===== src/rtl/relay_pkg.sv =====
package relay_pkg;
    typedef enum logic [2:0] {
        ST_IDLE,
        ST_H_WAIT,
        ST_H_HOLD,
        ST_H_BOOST,
        ST_C_WAIT,
        ST_C_HOLD,
        ST_C_BOOST,
        ST_OFF
    } relay_state_e;
endpackage


===== src/rtl/relay_sync.sv =====
module relay_sync #(
    parameter int WIDTH = 1
) (
    input  logic             clk,
    input  logic             rst_n,
    input  logic [WIDTH-1:0] d_i,
    output logic [WIDTH-1:0] q_o
);
    logic [WIDTH-1:0] stage1;
    logic [WIDTH-1:0] stage2;

    // Lines idle high, so reset to all ones
    always_ff @(posedge clk or negedge rst_n) begin
        if (!rst_n) begin
            stage1 <= '1;
            stage2 <= '1;
        end else begin
            stage1 <= d_i;
            stage2 <= stage1;
        end
    end

    assign q_o = stage2;
endmodule


===== src/rtl/relay_lane.sv =====
module relay_lane
    import relay_pkg::*;
#(
    parameter int CNT_W     = 5,
    parameter int EDGE_DLY  = 4,
    parameter int PULSE_LEN = 3
) (
    input  logic clk,
    input  logic rst_n,
    input  logic off_i,
    input  logic host_s,
    input  logic card_s,
    output logic host_lo,
    output logic host_hi,
    output logic card_lo,
    output logic card_hi
);
    localparam logic [CNT_W-1:0] DLY_LOAD   = CNT_W'(EDGE_DLY - 1);
    localparam logic [CNT_W-1:0] PULSE_LOAD = CNT_W'(PULSE_LEN - 1);

    relay_state_e     state, state_nxt;
    logic [CNT_W-1:0] cnt, cnt_nxt;
    logic             host_prev, card_prev;
    logic             host_fall, card_fall;

    assign host_fall = host_prev & ~host_s;
    assign card_fall = card_prev & ~card_s;

    always_ff @(posedge clk or negedge rst_n) begin
        if (!rst_n) begin
            host_prev <= 1'b1;
            card_prev <= 1'b1;
        end else begin
            host_prev <= host_s;
            card_prev <= card_s;
        end
    end

    always_comb begin
        state_nxt = state;
        cnt_nxt   = cnt;
        if (off_i) begin
            state_nxt = ST_OFF;
        end else begin
            unique case (state)
                ST_IDLE: begin
                    if (host_fall) begin
                        state_nxt = ST_H_WAIT;
                        cnt_nxt   = DLY_LOAD;
                    end else if (card_fall) begin
                        state_nxt = ST_C_WAIT;
                        cnt_nxt   = DLY_LOAD;
                    end
                end
                ST_H_WAIT: begin
                    if (host_s)          state_nxt = ST_IDLE;
                    else if (cnt == '0)  state_nxt = ST_H_HOLD;
                    else                 cnt_nxt   = cnt - CNT_W'(1);
                end
                ST_H_HOLD: begin
                    if (host_s) begin
                        state_nxt = ST_H_BOOST;
                        cnt_nxt   = PULSE_LOAD;
                    end
                end
                ST_H_BOOST: begin
                    if (cnt == '0) state_nxt = ST_IDLE;
                    else           cnt_nxt   = cnt - CNT_W'(1);
                end
                ST_C_WAIT: begin
                    if (card_s)          state_nxt = ST_IDLE;
                    else if (cnt == '0)  state_nxt = ST_C_HOLD;
                    else                 cnt_nxt   = cnt - CNT_W'(1);
                end
                ST_C_HOLD: begin
                    if (card_s) begin
                        state_nxt = ST_C_BOOST;
                        cnt_nxt   = PULSE_LOAD;
                    end
                end
                ST_C_BOOST: begin
                    if (cnt == '0) state_nxt = ST_IDLE;
                    else           cnt_nxt   = cnt - CNT_W'(1);
                end
                ST_OFF: state_nxt = ST_IDLE;
            endcase
        end
    end

    always_ff @(posedge clk or negedge rst_n) begin
        if (!rst_n) begin
            state <= ST_IDLE;
            cnt   <= '0;
        end else begin
            state <= state_nxt;
            cnt   <= cnt_nxt;
        end
    end

    always_comb begin
        host_lo = 1'b0;
        host_hi = 1'b0;
        card_lo = 1'b0;
        card_hi = 1'b0;
        unique case (state)
            ST_H_HOLD:  card_lo = 1'b1;
            ST_H_BOOST: card_hi = 1'b1;
            ST_C_HOLD:  host_lo = 1'b1;
            ST_C_BOOST: host_hi = 1'b1;
            ST_OFF:     card_lo = 1'b1;
            default: ;
        endcase
    end
endmodule


===== src/rtl/line_relay.sv =====
module line_relay #(
    parameter int NUM_LANES = 3,
    parameter int CLK_MHZ   = 50,
    parameter int EDGE_DLY  = 4,
    parameter int PULSE_LEN = 3
) (
    input  logic                 clk,
    input  logic                 rst_n,
    input  logic                 relay_off,
    input  logic [NUM_LANES-1:0] host_line,
    input  logic [NUM_LANES-1:0] card_line,
    output logic [NUM_LANES-1:0] host_pull_lo,
    output logic [NUM_LANES-1:0] host_pull_hi,
    output logic [NUM_LANES-1:0] card_pull_lo,
    output logic [NUM_LANES-1:0] card_pull_hi
);
    // Clocks in half of a 1 MHz line period bound the delay plus pulse
    localparam int HALF_WIN = CLK_MHZ / 2;
    localparam int CNT_W    = $clog2(HALF_WIN + 1);

    logic [NUM_LANES-1:0] host_s;
    logic [NUM_LANES-1:0] card_s;

    relay_sync #(.WIDTH(NUM_LANES)) u_host_sync (
        .clk(clk), .rst_n(rst_n), .d_i(host_line), .q_o(host_s)
    );

    relay_sync #(.WIDTH(NUM_LANES)) u_card_sync (
        .clk(clk), .rst_n(rst_n), .d_i(card_line), .q_o(card_s)
    );

    for (genvar g = 0; g < NUM_LANES; g++) begin : g_lane
        relay_lane #(
            .CNT_W(CNT_W), .EDGE_DLY(EDGE_DLY), .PULSE_LEN(PULSE_LEN)
        ) u_lane (
            .clk(clk), .rst_n(rst_n), .off_i(relay_off),
            .host_s(host_s[g]), .card_s(card_s[g]),
            .host_lo(host_pull_lo[g]), .host_hi(host_pull_hi[g]),
            .card_lo(card_pull_lo[g]), .card_hi(card_pull_hi[g])
        );
    end
endmodule


===== config.mk =====
export PLATFORM = sky130hd
export DESIGN_NAME = line_relay
export DESIGN_NICKNAME = d
export VERILOG_FILES = /design/src/rtl/relay_pkg.sv /design/src/rtl/relay_sync.sv /design/src/rtl/relay_lane.sv /design/src/rtl/line_relay.sv
export SDC_FILE = /design/constraint.sdc
export NUM_CORES = 1
export LEC_CHECK = 0
export ABC_AREA = 0
export BUFFER_PORTS_ARGS = -buffer_cell sky130_fd_sc_hd__buf_4
export CORE_ASPECT_RATIO = 1.5
export CORE_MARGIN = 4
export CORE_UTILIZATION = 40
export DETAILED_ROUTE_END_ITERATION = 16
export MAX_ROUTING_LAYER = met4
export PLACE_DENSITY = 0.59
export SKIP_CTS_REPAIR_TIMING = 1
export SYNTH_ARGS = -nofsm -noshare
export SYNTH_HDL_FRONTEND = slang
export SYNTH_SLANG_ARGS = --single-unit

===== constraint.sdc =====
create_clock -name clk -period 2.3 [get_ports clk]
set_clock_uncertainty 0.2 [all_clocks]
set_input_delay 0.23 -clock clk [delete_from_list [all_inputs] [get_ports clk]]
set_output_delay 0.23 -clock clk [all_outputs]
set_load 0.01 [all_outputs]

# Word-level counts from Yosys, hierarchy flattened

Cells that the tools add are included.

Register bits after elaboration: 42
Bits in latches: 0
Bits in writable memories: 0
Bits in read-only memories: 0
Input port bits: 9
Output and inout bits: 12
Memories: 0

Add/sub/neg operators: 3
$mul: 0
Div/mod/pow operators: 0
Magnitude comparators: 0
Eq/ne operators: 54
Shift operators: 0
Mux-type cells: 69
Bitwise operators: 13
Reductions and logical operators: 21

Operators by type and width:

| operator              | count |
|---|---|
| $mux W5               | 21 |
| $mux W3               | 30 |
| $pmux W5 S6           | 3 |
| $pmux W3 S7           | 3 |
| $eq A3 B3 Y1 const B  | 12 |
| $ne A2 B2 Y1 const B  | 12 |
| $ne A4 B3 Y1 const B  | 6 |
| $reduce_and A7 Y1     | 3 |
| $eq A3 B2 Y1 const B  | 6 |
| $ne A3 B1 Y1 const B  | 6 |
| $ne A3 B3 Y1 const B  | 6 |
| $reduce_and A6 Y1     | 3 |
| $reduce_bool A6 Y1    | 3 |
| $logic_not A5 Y1      | 3 |
| $sub A5 B1 Y5 const B | 3 |
| $mux W1               | 12 |
| $ne A4 B2 Y1 const B  | 3 |
| $reduce_or A2 Y1      | 6 |
| $eq A3 B1 Y1 const B  | 3 |
| $logic_not A3 Y1      | 3 |
| $not A1 Y1            | 7 |
| $and A1 B1 Y1         | 6 |

# Logic depth before layout (Yosys ltp)

Gate-level depths: netlist (run 1).

Depth after elaboration: 6
Depth in mapped cells: 8
Mapped depth without buffers: 7

# Hierarchy

A second synthesis (run 1) with hierarchy kept.

Cells, all modules: 257
Area total of the unflattened synthesis: 2,627.5 um^2

Modules (own cells, without submodules):

| module                         | instances | cells an instance | area each (um^2) |
|---|---|---|---|
| relay_lane at g_lane[1].u_lane | 1         | 85                | 783.3 |
| relay_lane at g_lane[2].u_lane | 1         | 76                | 775.7 |
| relay_lane at g_lane[0].u_lane | 1         | 84                | 753.2 |
| relay_sync                     | 2         | 6                 | 157.7 |

# Least setup slack after synthesis (run 1)

Ideal clock, no wire load.

Path kind: reg-to-reg
Start point: reg g_lane[2].u_lane.cnt[0]
End point: reg g_lane[2].u_lane.state[1]
Setup time: 126 ps
Arrival time: 1,812 ps
Required time: 1,974 ps
Setup slack: 162 ps
Stages on the path, launching flop included: 7
Path buffers: 0
Clock period less this slack: 2,138 ps
Cell sequence: dfrtp_1 inv_1 ha_1 or4b_1 a211oi_2 o21ai_1 a221o_1

Longest elaborated chain between the ends: 3

RTL lines:

| item                                                                 | line             | source |
|---|---|---|
| start: declaration                                                   | relay_lane.sv:22 | `logic [CNT_W-1:0] cnt, cnt_nxt;` |
| start signal: assignment                                             | relay_lane.sv:96 | `cnt <= cnt_nxt;` |
| $logic_not A5 Y1 *                                                   | -                |  |
| $ne A4 B3 Y1 (no source line) / $ne A3 B1 Y1 (equally long branches) | -                |  |
| $reduce_and A6 Y1 (no source line) *                                 | -                |  |
| end signal: assignment                                               | relay_lane.sv:95 | `state <= state_nxt;` |
| end: declaration                                                     | relay_lane.sv:21 | `relay_state_e state, state_nxt;` |

Mark *: on every way between the ends. The rest lies on a longest branch, timed or not.
A chain may end at the register's enable or synchronous reset.

# Final worst setup path (run 1)

Start point: reg g_lane[2].u_lane.cnt[1]
End point: reg g_lane[2].u_lane.state[1]

The elaborated chain is that of the path after synthesis.

==> metrics.log, run 1 <==
[metrics] run status: finished clean
[metrics] final weighted congestion in routability-driven placement: between 0.8 and 0.9
[metrics] WL final: 5170 µm
[metrics] critical path fanouts, max: 6
[metrics] endpoints failing hold: 0
[metrics] Clk Latency, worst-skew pair: 290 ps
[metrics] floorplan row count: 35
[metrics] mux contribution to synthesized area: 0.0157
[metrics] clock tree from TritonCTS: done
[metrics] Post-Synth Simple-Gate Area: 0.263
[metrics] leading cell type in the layout, fill and taps excluded: buf_4
[metrics] IR drop worst, VDD: approximately 0.5 mV
[metrics] clk sink count: 42
[metrics] Leakage: ~1.3 nW
[metrics] total number of nets in the final design: ~320
[metrics] final design utilization: 0.489
[metrics] Post-Synth XOR/XNOR Area: 0.00688
[metrics] category of the worst setup path launch point: flop
[metrics] pin count of the biggest net entering global routing: 43
[metrics] async set-reset flop share out of synthesis: 1.00
[metrics] Tot GR Track Use: 0.147
[metrics] TritonRoute pass-1 iters: 4
[metrics] Layout area overhead: 18.4%
[metrics] maximum operating frequency: around 450 MHz
[metrics] placed instance area: 2800 µm²
[metrics] Die X-Extent: around 73 µm
[metrics] number of synthesized flops with an enable pin: 0
[metrics] post-synthesis sequential area ratio: 0.421
[metrics] cell area power density: 1260 nW/µm²
[metrics] number of remaining DRC errors: 0
[metrics] count of synthesis-stage warnings from yosys: 0
[metrics] number of antenna-violating nets in the routed design: 0
[metrics] worst path setup slack after routing: around 94 ps
[metrics] final sum of negative setup slack: 0 ps
[metrics] commonest cells after routing, fill and taps aside: buf_4 (44), dfrtp_1 (24), dfstp_2 (18), nor2_1 (17), o21ai_0 (17)
[metrics] initial antenna violation count: 0
[metrics] CTS H-Tree Depth: 2
[metrics] transition time of the tightest slew-check pin: around 540 ps
[metrics] Final Cell Area: just over 3000 µm²
[metrics] buffers from clock root to sink, at most: 2
[metrics] count of input and output buffers: 20
[metrics] DR vias/cell: between 5 and 6
[metrics] Final Critical Period: 2210 ps
[metrics] DR WL/cell: about 14 µm
[metrics] fraction of final layout cells sized beyond drive strength 1: 0.285
[metrics] clock tree root buffer cell: clkbuf_8
[metrics] flop and latch count out of synthesis: 42
[metrics] Cell variety after synth: just over 60
[metrics] antenna diode instance count: 0
[metrics] global-route wire length before repair: roughly 9000 µm
[metrics] Detailed Place HPWL: 3730 µm
[metrics] share of synthesized cell area in full adder, half adder and majority cells: 0.0246
[metrics] vias after detailed routing: 2069
[metrics] Relative slew margins: 0.635
[metrics] Avg Synthesized Cell Area: between 9 and 10 µm²
[metrics] Critical Setup Path Class: flop to flop
[metrics] post-synthesis cell area: roughly 2500 µm²
[metrics] data required time at the worst endpoint: between 2000 and 2500 ps
[metrics] clock-pin slew of the registers on the worst-case setup and hold paths: ~80 ps
[metrics] combinational family with the most area after synthesis: simple AND/OR/NAND/NOR gates
[metrics] area fraction in compound gates after synthesis: 0.188
[metrics] count of final setup violators: 0
[metrics] most used flip-flop cell after synthesis: dfrtp_1
[metrics] effective utilization at floorplan: 0.413
[metrics] synthesized instance count: 268
[metrics] IO Pins: 21
[metrics] setup slack at placement: 69.9 ps
[metrics] remaining global-route overflow: 0
[metrics] number of DRC markers in iteration 0: 98
[metrics] height of the die: roughly 110 µm
[metrics] CP endpoint kind: flop
[metrics] core outline area: just over 6000 µm²
[metrics] number of global-route vias before repair: approximately 2000
[metrics] Final Max Slew Viols: 0
[metrics] area enclosed by the die boundary: 7740 µm²
[metrics] net count of the mapped netlist: between 200 and 300
[metrics] crit share post-route: 0.959
[metrics] CP arrival: around 2200 ps
[metrics] total clock buffers created by CTS: 5
[metrics] Hold Crit Class: input pin to flop
[metrics] number of max-cap violations: 0
[metrics] final hold slack: 41.3 ps
logic make-up after synthesis:
kind of cell / count (synthesis)
AOI/OAI and AO/OA: 67
DFF: 42
adders and majority gates: 5
muxes: 4
buffers and inverters: 39
and+or+nand+nor: 109
xor gates and xnor gates: 2
power by group:
part	internal, mW	switching, mW	leakage [nW]
clock network	0.241	0.251	0.0472
registers	0.948	0.266	0.473
logic	1.03	1.07	0.784
total	2.22	1.59	1.30
final timing paths:
path	startpoint	to	slack, ps	cells after the start
max	g_lane[2].u_lane.cnt[1]$_DFFE_PN0P_	g_lane[2].u_lane.state[1]$_DFFE_PN0P_	90	6
min	relay_off	g_lane[0].u_lane.state[2]$_DFFE_PN0P_	40	2
max reg2reg	g_lane[2].u_lane.cnt[1]$_DFFE_PN0P_	g_lane[2].u_lane.state[1]$_DFFE_PN0P_	90	6
min reg2reg	u_card_sync.stage1[2]$_DFF_PN1_	u_card_sync.q_o[2]$_DFF_PN1_	150	0
max in group asynchronous	rst_n	g_lane[0].u_lane.host_prev$_DFF_PN1_	1280	2
min in group asynchronous	rst_n	g_lane[2].u_lane.cnt[0]$_DFFE_PN0P_	240	2
through the flow:
stage,cells,power (mW)
after floorplan,268,2.70
after global placement,358,3.23
after detailed placement,358,3.24
after CTS,366,3.76
after global routing,376,4.16
final,376,3.81
critical path, cell delays in order (launching register included):
cell	delay, ps
dfrtp_1	390
inv_1	100
ha_1	160
or4b_4	500
a211oi_4	350
o21ai_1	120
a221o_1	290
state kept, by name (all words and copies together) (netlist names):
| register | cells |
|---|---|
| u_host_sync.stage1 | 3 |
| u_card_sync.q_o | 3 |
| g_lane.u_lane.cnt | 15 |
| g_lane.u_lane.host_prev | 3 |
| u_host_sync.q_o | 3 |
| g_lane.u_lane.state | 9 |
| u_card_sync.stage1 | 3 |
| g_lane.u_lane.card_prev | 3 |
cell usage after synthesis, types with 4 or more instances:
library cell	number	area (µm²)
dfrtp_1	24	601
dfstp_2	18	473
o21ai_0	18	90.1
nor2_1	17	63.8
nand2_1	15	56.3
inv_1	13	48.8
buf_4	12	90.1
nor2b_1	12	75.1
nand2b_1	10	62.6
nor3_1	9	45.0
clkbuf_1	8	30.0
o31ai_1	8	60.1
and3_1	6	37.5
nand3_1	6	30.0
a21oi_1	5	25.0
buf_2	5	25.0
ha_1	5	62.6
a211oi_1	4	30.0
mux2i_1	4	40.0
nor4b_1	4	35.0
o211ai_1	4	30.0
area by class of cell:
type / instances / area (µm²)
clock buffers: 6 / 82.6
clock inverters: 2 / 12.5
fillers: 594 / 3160
inverters: 13 / 48.8
multi-input cells: 188 / 1310
flip-flops and latches: 42 / 1070
well taps: 74 / 92.6
repair buffers: 51 / 400
per-layer routing:
layer / GRT usage / wire length [µm]
met1: 0.162 / 2100
met2: 0.254 / 2840
met4: 0.0580 / 114
met3: 0.0267 / 117
met5: - / 0
Power figures use the tool's default switching activity.
==> run 2, diff against run 1 <==
PLACE_DENSITY = 0.57   (was 0.59)
clock period = 2.15 ns   (was 2.3 ns; I/O delays follow)
==> run 2 against run 1 <==
  * Cell count grew 4.5%
  * Via count rose by 0.97%
  * Largest cell class unchanged
  * Non-clock buffer count rose by 18
  * Sequential cell count did not move
  * Maximum frequency up 2.7%
  * Critical path type unchanged
  * Critical path depth unchanged
  * First-iteration DRC count down 8.2%
==> metrics.log, run 2 (synthesized netlist as in run 1, its figures left out) <==
[metrics] data required time at the worst endpoint: 2120 ps (-160 ps)
[metrics] Final Critical Period: 2150 ps (-58.7 ps)
[metrics] antenna diode instance count: 0 (unchanged)
[metrics] Critical Setup Path Class: flop to flop
[metrics] transition time of the tightest slew-check pin: 541 ps (+1.04 ps)
[metrics] floorplan row count: 35 (unchanged)
[metrics] DR vias/cell: 5.32 (-3.4%)
[metrics] Leakage: 1.40 nW (+7.0%)
[metrics] CP bufs+invs: 1 (unchanged)
[metrics] crit share post-route: 0.999 (+0.0396)
[metrics] number of remaining DRC errors: 0 (unchanged)
[metrics] M1 GR Usage: 0.162 (about the same)
[metrics] internal power: 2.69 mW (+21%)
[metrics] number of global-route vias before repair: 2058 (+2.5%)
[metrics] CP arrival: 2120 ps (-70 ps)
[metrics] category of the worst setup path launch point: flop
[metrics] cell area power density: 1390 nW/µm² (+9.9%)
[metrics] clock tree from TritonCTS: done
[metrics] total clock buffers created by CTS: 5 (unchanged)
[metrics] GR Util met3: 0.0267 (unchanged)
[metrics] worst reg2reg path startpoint: g_lane[2].u_lane.cnt[0]$_DFFE_PN0P_
[metrics] initial antenna violation count: 0 (unchanged)
[metrics] buffers from clock root to sink, at most: 2 (unchanged)
[metrics] number of antenna-violating nets in the routed design: 0 (unchanged)
[metrics] registers with the most flip-flops: g_lane.u_lane.cnt x15, g_lane.u_lane.state x9
[metrics] number of flip-flops in the largest register: 15 (unchanged)
[metrics] unrepaired setup endpoints after global routing: yes
[metrics] switching component of the power: 1.73 mW (+8.8%)
[metrics] largest delay contributor family on the critical path: compound AO/OA/AOI/OAI gates
[metrics] effective utilization at floorplan: 0.413 (unchanged)
[metrics] remaining global-route overflow: 0 (unchanged)
[metrics] Crit Reg-Reg Endpoint: g_lane[2].u_lane.state[1]$_DFFE_PN0P_
[metrics] count of input and output buffers: 20 (unchanged)
[metrics] clock network fraction of total power: 0.143 (+0.014)
[metrics] layer carrying the most global-route usage: met2
[metrics] count of cells along the worst register-to-register path: 6 (unchanged)
[metrics] global-route wire length before repair: 9040 µm (+0.62%)
[metrics] number of DRC markers in iteration 0: 90 (-8.2%)
[metrics] Endpoint, Worst Hold: g_lane[2].u_lane.state[2]$_DFFE_PN0P_
[metrics] biggest cell delay along the critical path: 490 ps (about the same)
[metrics] placed instance area: 2930 µm² (+4.6%)
[metrics] clk sink count: 42 (unchanged)
[metrics] Final Cell Area: 3180 µm² (+5.5%)
[metrics] clock tree root buffer cell: clkbuf_8
[metrics] Relative slew margins: 0.635 (-0.000706)
[metrics] critical path fanouts, max: 5 (-1)
[metrics] final weighted congestion in routability-driven placement: 0.829 (-3.7%)
[metrics] core outline area: 6170 µm² (unchanged)
[metrics] commonest cells after routing, fill and taps aside: buf_4 (62), dfrtp_1 (22), dfstp_2 (18), nor2_1 (17), o21ai_0 (17)
[metrics] Filler Cells Inserted: 588 (-1.0%)
[metrics] Hold Crit Class: input pin to flop
[metrics] run status: finished clean
[metrics] area enclosed by the die boundary: 7740 µm² (unchanged)
[metrics] Final Max Slew Viols: 0 (unchanged)
[metrics] WL final: 5260 µm (+1.6%)
[metrics] most flop-heavy register: g_lane.u_lane.cnt
[metrics] slowest cell on the critical path: or4b_4
[metrics] fraction of final layout cells sized beyond drive strength 1: 0.342 (+0.0569)
[metrics] final sum of negative setup slack: 0 ps (unchanged)
[metrics] endpoints failing hold: 0 (unchanged)
[metrics] IR drop worst, VDD: 0.649 mV (+27%)
[metrics] total number of nets in the final design: 332 (+5.4%)
[metrics] IO Pins: 21 (unchanged)
[metrics] TritonRoute pass-1 iters: 4 (unchanged)
[metrics] r2r setup slk: 3 ps (-90 ps)
[metrics] clock-pin slew of the registers on the worst-case setup and hold paths: 90 ps (about the same)
[metrics] CP endpoint kind: flop
[metrics] GR met2 Demand/Resource: 0.267 (+0.0134)
[metrics] Switching Fraction: 0.391 (-0.0258)
[metrics] Detailed Place HPWL: 3880 µm (+4.0%)
[metrics] count of final setup violators: 0 (unchanged)
[metrics] CTS H-Tree Depth: 2 (unchanged)
[metrics] Combinational Power Share: 0.566 (+0.014)
[metrics] number of max-cap violations: 0 (unchanged)
[metrics] ordered list of cells on the worst path: inv_2 -> ha_4 -> or4b_4 -> a211oi_4 -> o21ai_1 -> a221o_1
[metrics] start point of the worst min-delay path: relay_off
[metrics] height of the die: 106 µm (unchanged)
[metrics] sequential group share of total power: 0.291 (-0.028)
[metrics] maximum operating frequency: 466 MHz (+2.7%)
[metrics] pin count of the biggest net entering global routing: 43 (unchanged)
[metrics] DR WL/cell: 13.4 µm (-2.8%)
[metrics] Clk Latency, worst-skew pair: 290 ps (about the same)
[metrics] Tot GR Track Use: 0.148 (+0.00161)
[metrics] Layout area overhead: 25.0%
[metrics] depth of the worst hold-timing path: 2 (unchanged)
[metrics] Die X-Extent: 73.2 µm (unchanged)
[metrics] vias after detailed routing: 2089 (+0.97%)
[metrics] leading cell type in the layout, fill and taps excluded: buf_4
==> run 2: cell type report <==
class                           instances  area [µm²]  share of cell area
Multi-Input combinational cell        187        1310               0.413
Sequential cell                        42        1080               0.338
Timing Repair Buffer                   69         536               0.168
Tap cell                               74        92.6              0.0291
Clock buffer                            7        86.3              0.0271
Inverter                               13        48.8              0.0153
Clock inverter                          1        30.0             0.00943
==> run 2: layer usage <==
layer	routed length (µm)	up-vias
li1	-	1072
met1	2240	994
met2	2860	21
met3	125	2
met4	30	0
met5	0	-
==> run 2: worst reg2reg max path, cell delays in order, from the launching register on <==
cell	delay (ps)
dfrtp_1	390
inv_2	80
ha_4	130
or4b_4	490
a211oi_4	340
o21ai_1	110
a221o_1	290
==> run 2: per-stage QoR <==
step                hold WS (ps)  worst slack [ps]  utilization  std cells  total power [mW]
detailed placement          38.2             -65.1        0.474        375              3.66
global route                36.2             -76.1        0.516        393              4.83
global placement            33.1             -11.1        0.474        375              3.65
floorplan                   -281              12.0            -        268              2.89
finish                      44.2              3.17        0.516        393              4.42
CTS                         -288             -82.3        0.493        383              4.33
==> run 2: worst max path at each step <==
stage | startpoint | to | slack, ps | cells after the start
floorplan | g_lane[2].u_lane.cnt[0]$_DFFE_PN0P_ | g_lane[2].u_lane.state[1]$_DFFE_PN0P_ | 10 | 6
global placement | g_lane[2].u_lane.cnt[0]$_DFFE_PN0P_ | g_lane[2].u_lane.state[1]$_DFFE_PN0P_ | -10 | 6
detailed placement | g_lane[2].u_lane.cnt[0]$_DFFE_PN0P_ | g_lane[2].u_lane.state[1]$_DFFE_PN0P_ | -70 | 6
CTS | g_lane[2].u_lane.cnt[0]$_DFFE_PN0P_ | g_lane[2].u_lane.state[1]$_DFFE_PN0P_ | -80 | 6
global route | g_lane[2].u_lane.cnt[0]$_DFFE_PN0P_ | g_lane[2].u_lane.state[1]$_DFFE_PN0P_ | -80 | 6
finish | g_lane[2].u_lane.cnt[0]$_DFFE_PN0P_ | g_lane[2].u_lane.state[1]$_DFFE_PN0P_ | 3 | 6
==> run 2: power groups by stage <==
stage	Clock [mW]	Sequential, mW	Combinational (mW)
floorplan	0	1.18	1.71
global placement	0	1.29	2.36
detailed placement	0	1.29	2.37
CTS	0.670	1.27	2.38
global route	0.695	1.33	2.80
finish	0.634	1.29	2.50
==> run 3, diff against run 2 <==
PLACE_DENSITY = 0.67   (was 0.57)
==> run 3 against run 2 <==
  * The run now ends with setup timing left
  * Sequential share of layout area fell by 0.23 points
  * Cell count fell by 0.76%
  * Wire length rose by 2.9%
  * Register-to-register slack barely moved
  * Largest cell class unchanged
==> metrics.log, run 3 (synthesized netlist as in run 1, its figures left out) <==
[metrics] run status: finished with violations
[metrics] violations in the final reports: setup timing
[metrics] remaining global-route overflow: 0 (unchanged)
[metrics] initial antenna violation count: 0 (unchanged)
[metrics] Layout area overhead: 26.1%
[metrics] number of max-cap violations: 0 (unchanged)
[metrics] number of DRC markers in iteration 0: 98 (+8.9%)
[metrics] crit share post-route: 1.00 (+0.00156)
[metrics] count of final setup violators: 1 (+1)
[metrics] clock tree root buffer cell: clkbuf_8
[metrics] height of the die: 106 µm (unchanged)
[metrics] DR WL/cell: 13.9 µm (+3.7%)
[metrics] CTS H-Tree Depth: 2 (unchanged)
[metrics] CP endpoint kind: flop
[metrics] unrepaired setup endpoints after global routing: yes
[metrics] core outline area: 6170 µm² (unchanged)
[metrics] Critical Setup Path Class: flop to flop
[metrics] buffers from clock root to sink, at most: 2 (unchanged)
[metrics] most flop-heavy register: g_lane.u_lane.cnt
[metrics] commonest cells after routing, fill and taps aside: buf_4 (59), dfrtp_1 (20), dfstp_2 (18), nor2_1 (17), o21ai_0 (16)
[metrics] number of flip-flops in the largest register: 15 (unchanged)
[metrics] Clk Latency, worst-skew pair: 300 ps (about the same)
[metrics] final sum of negative setup slack: -0.171 ps (-0.171 ps)
[metrics] Detailed Place HPWL: 3930 µm (+1.3%)
[metrics] final weighted congestion in routability-driven placement: 0.894 (+7.9%)
[metrics] floorplan row count: 35 (unchanged)
[metrics] WL final: 5410 µm (+2.9%)
[metrics] clock tree from TritonCTS: done
[metrics] maximum operating frequency: 465 MHz (-0.16%)
[metrics] number of remaining DRC errors: 0 (unchanged)
[metrics] worst reg2reg path startpoint: g_lane[2].u_lane.cnt[0]$_DFFE_PN0P_
[metrics] total clock buffers created by CTS: 5 (unchanged)
[metrics] Crit. Startpoint: g_lane[2].u_lane.cnt[0]$_DFFE_PN0P_
[metrics] cell area power density: 1410 nW/µm² (+1.6%)
[metrics] category of the worst setup path launch point: flop
[metrics] Leakage: 1.40 nW (+0.25%)
[metrics] antenna diode instance count: 0 (unchanged)
[metrics] Tot GR Track Use: 0.153 (+0.00446)
[metrics] pin count of the biggest net entering global routing: 43 (unchanged)
[metrics] transition time of the tightest slew-check pin: 544 ps (+3.82 ps)
[metrics] data required time at the worst endpoint: 2140 ps (+20 ps)
[metrics] Die X-Extent: 73.2 µm (unchanged)
[metrics] number of global-route vias before repair: 2107 (+2.4%)
[metrics] Final Max Slew Viols: 0 (unchanged)
[metrics] clk sink count: 42 (unchanged)
[metrics] biggest cell delay along the critical path: 480 ps (about the same)
[metrics] Filler Cells Inserted: 557 (-5.3%)
[metrics] total number of nets in the final design: 329 (-0.90%)
[metrics] footprint of the multi-input gates: 1350 µm² (+2.5%)
[metrics] Relative slew margins: 0.632 (-0.00258)
[metrics] TritonRoute pass-1 iters: 5 (+1)
[metrics] count of input and output buffers: 20 (unchanged)
[metrics] IR drop worst, VDD: 0.680 mV (+4.7%)
[metrics] clock-pin slew of the registers on the worst-case setup and hold paths: 90 ps (about the same)
[metrics] global-route wire length before repair: 9250 µm (+2.3%)
[metrics] worst path setup slack after routing: -0.171 ps (-3.34 ps)
[metrics] vias after detailed routing: 2137 (+2.3%)
[metrics] leading cell type in the layout, fill and taps excluded: buf_4
[metrics] endpoints failing hold: 0 (unchanged)
[metrics] combined flip-flop and latch cell area: 1080 µm² (+0.23%)
[metrics] CP arrival: 2140 ps (+20 ps)
[metrics] fraction of final layout cells sized beyond drive strength 1: 0.361 (+0.0191)
[metrics] slowest cell on the critical path: or4b_4
[metrics] critical path fanouts, max: 6 (+1)
[metrics] Final Critical Period: 2150 ps (+3.34 ps)
[metrics] start point of the worst min-delay path: relay_off
[metrics] IO Pins: 21 (unchanged)
[metrics] Hold Crit Class: input pin to flop
[metrics] registers with the most flip-flops: g_lane.u_lane.cnt x15, g_lane.u_lane.state x9
[metrics] ordered list of cells on the worst path: inv_2 -> ha_4 -> or4b_4 -> a211oi_4 -> o21ai_1 -> a221o_1
[metrics] area enclosed by the die boundary: 7740 µm² (unchanged)
[metrics] post-layout total power: 4.53 mW (+2.5%)
[metrics] effective utilization at floorplan: 0.413 (unchanged)
[metrics] number of antenna-violating nets in the routed design: 0 (unchanged)
[metrics] DR vias/cell: 5.48 (+3.1%)
==> run 3: cell count changes in the layout (fill, tap and decap cells not counted), sizes merged <==
| cell | change |
|---|---|
| clkinv | +1 |
| clkbuf | -1 |
| buf | -3 |
==> run 3: path summary, 6_finish.rpt <==
kind | to | slack (ps) | cells after the start
setup / recovery | g_lane[2].u_lane.state[1]$_DFFE_PN0P_ | -0.2 | 6
hold / removal | g_lane[0].u_lane.state[2]$_DFFE_PN0P_ | 20 | 2
setup reg to reg | g_lane[2].u_lane.state[1]$_DFFE_PN0P_ | -0.2 | 6
hold reg to reg | u_host_sync.q_o[2]$_DFF_PN1_ | 160 | 0
max in group asynchronous | g_lane[2].u_lane.state[2]$_DFFE_PN0P_ | 1140 | 2
min in group asynchronous | g_lane[1].u_lane.state[1]$_DFFE_PN0P_ | 230 | 2
==> run 3: worst max-delay path: cells and delay by family, from the launching register on <==
family,cells,cell delay [ps]
and+or+nand+nor,1,480
adders and majority gates,1,130
buffers and inverters,1,90
DFF,1,400
AOI/OAI and AO/OA,3,740
==> run 3: routing by layer <==
metal,up-vias,global-route usage,routed length [µm],share of wire
met5,-,-,0,0
met4,0,0.0528,76,0.014
met3,9,0.0286,160,0.030
met2,31,0.275,2940,0.54
met1,1031,0.161,2230,0.41
li1,1066,-,-,-
==> run 3: report_power, final <==
| part | internal [mW] | switching (mW) |
|---|---|---|
| registers | 1.02 | 0.292 |
| logic | 1.29 | 1.22 |
| clock network | 0.419 | 0.290 |
==> run 3: per-stage QoR <==
| stage | hold slack, ps | util | instance area, µm² | std cells | setup slack, ps |
|---|---|---|---|---|---|
| after global routing | 31.2 | 0.520 | 3210 | 390 | -74.2 |
| after detailed placement | 38.3 | 0.472 | 2910 | 373 | -42.7 |
| final | 21.9 | 0.520 | 3210 | 390 | -0.171 |
| after CTS | -293 | 0.493 | 3040 | 381 | -53.2 |
| after floorplan | -281 | - | 2550 | 268 | 12.0 |
| after global placement | 21.5 | 0.472 | 2910 | 373 | 13.0 |
==> run 3: cell type report <==
type | instances | share of cell area
Tap cell | 74 | 0.0288
Sequential cell | 42 | 0.336
Inverter | 13 | 0.0152
Timing Repair Buffer | 66 | 0.160
Clock inverter | 2 | 0.0121
Multi-Input combinational cell | 187 | 0.419
Clock buffer | 6 | 0.0292
